File: src/rtl/lirq_pkg.sv
package lirq_pkg;
   typedef logic [31:0] lirq_word_t;

   localparam logic [1:0] SEL_EN  = 2'd0;
   localparam logic [1:0] SEL_VEC = 2'd1;
   localparam logic [1:0] SEL_ST  = 2'd2;

   localparam lirq_word_t EN_KEEP = 32'h8000_009F;
   localparam lirq_word_t ST_KEEP = 32'h0000_0087;
   localparam lirq_word_t EN_RST  = 32'h0000_0008;
   localparam int         GEN_BIT = 31;

   function automatic lirq_word_t map_src(input logic [3:0] src);
      lirq_word_t w;
      w = '0;
      w[0] = src[0];
      w[1] = src[1];
      w[2] = src[2];
      w[7] = src[3];
      return w;
   endfunction
endpackage

File: src/rtl/lirq_loc_bank.sv
module lirq_loc_bank
   import lirq_pkg::*;
(
   input  logic       clk,
   input  logic       rst_n,
   input  logic       wr_en_reg,
   input  logic       wr_st_reg,
   input  lirq_word_t lane_mask,
   input  lirq_word_t wdata,
   input  logic       evt_hit,
   input  lirq_word_t evt_bits,
   output lirq_word_t en_q,
   output lirq_word_t st_q,
   output logic       latched,
   output logic       emptied
);
   lirq_word_t gated, clr, st_d, en_d;

   always_comb begin
      gated = (evt_hit && en_q[GEN_BIT]) ? (evt_bits & en_q & ST_KEEP) : '0;
      clr   = wr_st_reg ? (wdata & lane_mask & ST_KEEP) : '0;
      st_d  = (st_q & ~clr) | gated;
      en_d  = wr_en_reg ? ((en_q & ~lane_mask) | (wdata & lane_mask & EN_KEEP)) : en_q;
   end

   assign latched = |gated;
   assign emptied = wr_st_reg && (|clr) && (|(st_q & ST_KEEP)) && (st_d == '0);

   always_ff @(posedge clk or negedge rst_n) begin
      if (!rst_n) begin
         en_q <= EN_RST;
         st_q <= '0;
      end else begin
         en_q <= en_d;
         st_q <= st_d;
      end
   end
endmodule

File: src/rtl/lirq_line.sv
module lirq_line #(
   parameter int NUM_LOC = 5
) (
   input  logic               clk,
   input  logic               rst_n,
   input  logic [NUM_LOC-1:0] set_vec,
   input  logic [NUM_LOC-1:0] clr_vec,
   output logic               irq
);
   always_ff @(posedge clk or negedge rst_n) begin
      if (!rst_n)        irq <= 1'b0;
      else if (|set_vec) irq <= 1'b1;
      else if (|clr_vec) irq <= 1'b0;
   end
endmodule

File: src/rtl/lirq_rd_mux.sv
module lirq_rd_mux
   import lirq_pkg::*;
#(
   parameter int NUM_LOC = 5,
   parameter int LOC_W   = 3,
   parameter int VEC_NUM = 11
) (
   input  logic [LOC_W-1:0]      loc,
   input  logic [1:0]            sel,
   input  logic [NUM_LOC*32-1:0] en_flat,
   input  logic [NUM_LOC*32-1:0] st_flat,
   output lirq_word_t            rd
);
   always_comb begin
      rd = '0;
      for (int i = 0; i < NUM_LOC; i++) begin
         if (loc == LOC_W'(i)) begin
            case (sel)
               SEL_EN:  rd = en_flat[i*32 +: 32];
               SEL_VEC: rd = 32'(VEC_NUM);
               SEL_ST:  rd = st_flat[i*32 +: 32];
               default: rd = '0;
            endcase
         end
      end
   end
endmodule

File: src/rtl/lirq_unit.sv
module lirq_unit
   import lirq_pkg::*;
#(
   parameter int NUM_LOC = 5,
   parameter int LOC_W   = 3,
   parameter int VEC_W   = 4,
   parameter int VEC_NUM = 11
) (
   input  logic             clk,
   input  logic             rst_n,
   input  logic             active_valid,
   input  logic [LOC_W-1:0] active_loc,
   input  logic             evt_valid,
   input  logic [LOC_W-1:0] evt_loc,
   input  logic [3:0]       evt_src,
   input  logic             acc_wr,
   input  logic [LOC_W-1:0] acc_loc,
   input  logic [1:0]       acc_sel,
   input  logic [3:0]       acc_be,
   input  logic [31:0]      acc_wdata,
   output logic [31:0]      rd_data,
   output logic             irq
);
   localparam int LANES = 4;

   if (NUM_LOC < 1 || NUM_LOC > (1 << LOC_W)) begin : g_chk_loc
      $error("NUM_LOC must fit in LOC_W bits");
   end
   if (VEC_NUM < 0 || VEC_NUM >= (1 << VEC_W)) begin : g_chk_vec
      $error("VEC_NUM must fit in VEC_W bits");
   end

   lirq_word_t            lane_mask;
   lirq_word_t            evt_bits;
   logic                  owner_wr;
   logic [NUM_LOC-1:0]    latched, emptied;
   logic [NUM_LOC*32-1:0] en_flat, st_flat;

   for (genvar b = 0; b < LANES; b++) begin : g_lane
      assign lane_mask[b*8 +: 8] = {8{acc_be[b]}};
   end

   assign evt_bits = map_src(evt_src);
   assign owner_wr = acc_wr && active_valid && (acc_loc == active_loc);

   for (genvar i = 0; i < NUM_LOC; i++) begin : g_loc
      logic hit_acc, hit_evt;
      assign hit_acc = owner_wr && (acc_loc == LOC_W'(i));
      assign hit_evt = evt_valid && (evt_loc == LOC_W'(i));

      lirq_loc_bank u_bank (
         .clk       (clk),
         .rst_n     (rst_n),
         .wr_en_reg (hit_acc && (acc_sel == SEL_EN)),
         .wr_st_reg (hit_acc && (acc_sel == SEL_ST)),
         .lane_mask (lane_mask),
         .wdata     (acc_wdata),
         .evt_hit   (hit_evt),
         .evt_bits  (evt_bits),
         .en_q      (en_flat[i*32 +: 32]),
         .st_q      (st_flat[i*32 +: 32]),
         .latched   (latched[i]),
         .emptied   (emptied[i])
      );
   end

   lirq_line #(.NUM_LOC(NUM_LOC)) u_line (
      .clk     (clk),
      .rst_n   (rst_n),
      .set_vec (latched),
      .clr_vec (emptied),
      .irq     (irq)
   );

   lirq_rd_mux #(.NUM_LOC(NUM_LOC), .LOC_W(LOC_W), .VEC_NUM(VEC_NUM)) u_rd (
      .loc     (acc_loc),
      .sel     (acc_sel),
      .en_flat (en_flat),
      .st_flat (st_flat),
      .rd      (rd_data)
   );
endmodule

File: config.mk
export PLATFORM = sky130hd
export DESIGN_NAME = lirq_unit
export DESIGN_NICKNAME = d
export VERILOG_FILES = /design/src/rtl/lirq_pkg.sv /design/src/rtl/lirq_loc_bank.sv /design/src/rtl/lirq_line.sv /design/src/rtl/lirq_rd_mux.sv /design/src/rtl/lirq_unit.sv
export SDC_FILE = /design/constraint.sdc
export NUM_CORES = 1
export LEC_CHECK = 0
export BUFFER_PORTS_ARGS = -buffer_cell sky130_fd_sc_hd__buf_2
export CAP_MARGIN = 10
export CORE_ASPECT_RATIO = 0.9
export CORE_MARGIN = 2
export CORE_UTILIZATION = 63
export DETAILED_ROUTE_END_ITERATION = 16
export PLACE_DENSITY = 0.85
export SLEW_MARGIN = 10
export SYNTH_ARGS = -nofsm -noshare
export SYNTH_HDL_FRONTEND = slang
export SYNTH_SLANG_ARGS = --single-unit
File: constraint.sdc
create_clock -name clk -period 5.4 [get_ports clk]
set_input_delay 1.08 -clock clk [delete_from_list [all_inputs] [get_ports clk]]
set_output_delay 1.08 -clock clk [all_outputs]
set_load 0.01 [all_outputs]
==> flow_summary_export.csv <==
group,metric,value,unit
cells_and_area,final_area,9290,um^2
power_and_ir_drop,ir_worst_vdd,0.275,mV
floorplan,io_pins,89,
worst_setup_path,endpoint_kind,"output pin",
yosys,postSynth.asyncResetShare,100,%
power_and_ir_drop,powerDensity,292,nW/um^2
drt,via_per_inst,6.34,
sta,tightest_slew,0.848,ns
floorplan,start_util,64.9,%
cells_and_area,synthToLayoutAreaGrowth,12.4,%
cells_and_area,nets,883,
yosys,syn_nets,829,
floorplan,die_area,14100,um^2
grt,grt_start_max_net_pins,93,
cells_and_area,final_layout_size_suffix_gt1_share,18.9,%
status,status,"finished clean",
worst_setup_path,ff2ff_path_depth,5,
sta,final_hold_viol_count,0,
drt,drt_iter0_drc,608,
yosys,synth_cell_type_count,55,
power_and_ir_drop,leakage,0.00443,uW
yosys,yosysMostFrequentCell,"dfrtp_1",
grt,grt_pass1_wl,34000,um
sta,finalSetupTns,0,ns
clock_tree,cts_root_buffer,"clkbuf_16",
worst_setup_path,crit_chain,"buf_2 > inv_2 > nand2_1 > o32a_1 > nor2_1 > o31a_1 > buf_2",
yosys,synth.largest_area_cell,"dfrtp_1",
worst_setup_path,cpMostUsedCell,"buf_2",
floorplan,fp.dieW,125,um
placement,place.port_buffers,63,
floorplan,core_area,12700,um^2
placement,placedInstanceArea,8720,um^2
placement,gp_congestion,0.933,
yosys,synth_common_cells,"dfrtp_1, and2_1, o21ai_0, nand2_1, nor2_1",
sta,max_freq,241,MHz
sta,finalCritPeriodShare,76.7,%
sta,period_minus_slack,4.14,ns
worst_setup_path,critPathRequiredTime,4.32,ns
grt,grt_usage,30.9,%
worst_setup_path,crit_cells,7,
grt,grt_overflow,0,
clock_tree,hold_buffers,0,
worst_setup_path,path_buf_inv,3,
drt,ant_nets,0,
drt,wl_per_cell,20.6,um
sta,setup_viol,0,
placement,dp_hpwl,13700,um
yosys,ys.flop_type,"dfrtp_1",
yosys,synth_top_area_share,53.3,%
worst_setup_path,cpPeakStageDelay,0.53,ns
yosys,mappedNetlistArea,8270,um^2
clock_tree,cts_buffers,17,
worst_setup_path,reg2reg_slack,3.59,ns
worst_setup_path,arrival,3.06,ns
clock_tree,clock_latency,0.44,ns
grt,grt_antenna_before_repair,1,
clock_tree,cts_tree,"built",
yosys,synth-seq-cells,181,
yosys,seq_area_frac_synth,54.9,%
drt,vias,6365,
clock_tree,clockBufferDepth,2,
yosys,syn_area_per_cell,10.7,um^2
worst_setup_path,cpMaxStageDelayCell,"inv_2",
sta,fin_skew,0.0137,ns
sta,hold-worst-slack,0.480,ns
drt,drt_wl_total,20700,um
cells_and_area,multiInputGateArea,3560,um^2
yosys,yosysWarningCount,0,
clock_tree,cts.sinks,181,
clock_tree,clk_transition_reported_paths,0.07,ns
yosys,synth_edf_count,0,
cells_and_area,fill_cells,886,
worst_setup_path,worstSetupStartpoint,"acc_loc[2]",
clock_tree,cts_max_level,4,
clock_tree,post_cts_resized,0,
sta,slew-limit-headroom,43.5,%
yosys,yosys-top-cells-area,"dfrtp_1, and2_1, o21ai_0, mux2_2, mux2i_1",
clock_tree,postCtsSetupBuffers,0,
cells_and_area,final_util,73.0,%
grt,grt_pass1_vias,6365,
worst_setup_path,worst-path-max-fanout,33,
worst_setup_path,crit_type,"input port to output pin",
worst_setup_path,crit_path_start_kind,"input port",
sta,slew_violations,0,
worst_setup_path,crit_family,"buffers and inverters",
sta,rsz0062_at_grt,"false",
drt,drtPass1Iterations,5,
worst_setup_path,worstReg2RegEnd,"u_line.irq",
floorplan,die_y,113,um
yosys,syn_inst,773,
drt,drc,0,
hold_path,hold_class,"register to register",
cells_and_area,diodes,0,
floorplan,row_count,39,
cells_and_area,regArea,4540,um^2
run,cap_violations,0,
worst_setup_path,endpoint,"rd_data[7]",
[cell type report]
cell class | count | area share (%)
Clock buffer | 20 | 4.81
Inverter | 5 | 0.202
Clock inverter | 12 | 1.31
Timing Repair Buffer | 74 | 4.35
Sequential cell | 181 | 48.8
Tap cell | 164 | 2.21
Multi-Input combinational cell | 548 | 38.3
[cell usage in the layout, fill, tap and decap left out, types with 4 or more instances in the layout]
cell type and instances:
and2_1 128, nor4_1 6, o31ai_1 8, mux4_2 4, mux2_2 35, buf_4 11, mux2i_1 34, dfstp_2 5
clkinvlp_4 4, nand3_1 7, or3_1 5, nand2_1 72, dfrtp_1 176, clkbuf_16 17, buf_2 62, inv_1 4
nand2b_1 5, a21oi_1 18, nor3_1 6, a221o_1 24, nor2_1 49, o21ai_0 86, nand4b_1 4, a22oi_1 5
[kinds of logic (layout without fill, tap and decap cells)]
| logic type | Yosys count | after routing | share of synthesized area (%) |
|---|---|---|---|
| buffers and inverters | 44 | 111 | 2.13 |
| XOR/XNOR | 3 | 3 | 0.318 |
| AND/OR/NAND/NOR | 306 | 306 | 19.8 |
| multiplexers | 73 | 73 | 9.97 |
| flip-flops | 181 | 181 | 54.9 |
| AO/OA/AOI/OAI | 166 | 166 | 12.9 |
[power breakdown]
part           switching, uW  internal (uW)
clock                    537            657
sequential              3.71           1360
combinational            112           45.7
total                    653           2060
[worst min-delay path by stage]
stage,from,to,slack [ns],cells after the start
2_1_floorplan,g_loc[2].u_bank.en_q[29],g_loc[2].u_bank.en_q[29],0.45,1
3_3_place_gp,g_loc[4].u_bank.en_q[27],g_loc[4].u_bank.en_q[27],0.46,1
3_5_place_dp,g_loc[4].u_bank.en_q[24],g_loc[4].u_bank.en_q[24],0.47,1
4_1_cts,g_loc[4].u_bank.en_q[24],g_loc[4].u_bank.en_q[24],0.49,1
5_1_grt,g_loc[4].u_bank.en_q[17],g_loc[4].u_bank.en_q[17],0.49,1
6_report,g_loc[4].u_bank.en_q[20],g_loc[4].u_bank.en_q[20],0.48,1
[layer usage]
layer	global-route usage, %	share of wire, %	up-vias
li1	-	-	2835
met1	44.9	45	3222
met2	46.7	46	274
met3	7.67	7.6	34
met4	9.74	1.9	0
met5	0	0	-
[stage by stage]
stage          setup slack [ns]  power (uW)  std cells
2_1_floorplan              1.70        1470        773
3_3_place_gp               1.30        1540        972
3_5_place_dp               1.30        1550        972
4_1_cts                    1.30        2730       1004
5_1_grt                    1.19        2800       1004
6_report                   1.26        2720       1004
[worst reg2reg max path: cells and delay by family, from the launching register on]
kind            cells  cell delay [ns]
compound gates      3             0.64
flops               1             0.42
simple gates        2             0.63
(Power assumes the default switching activity.)
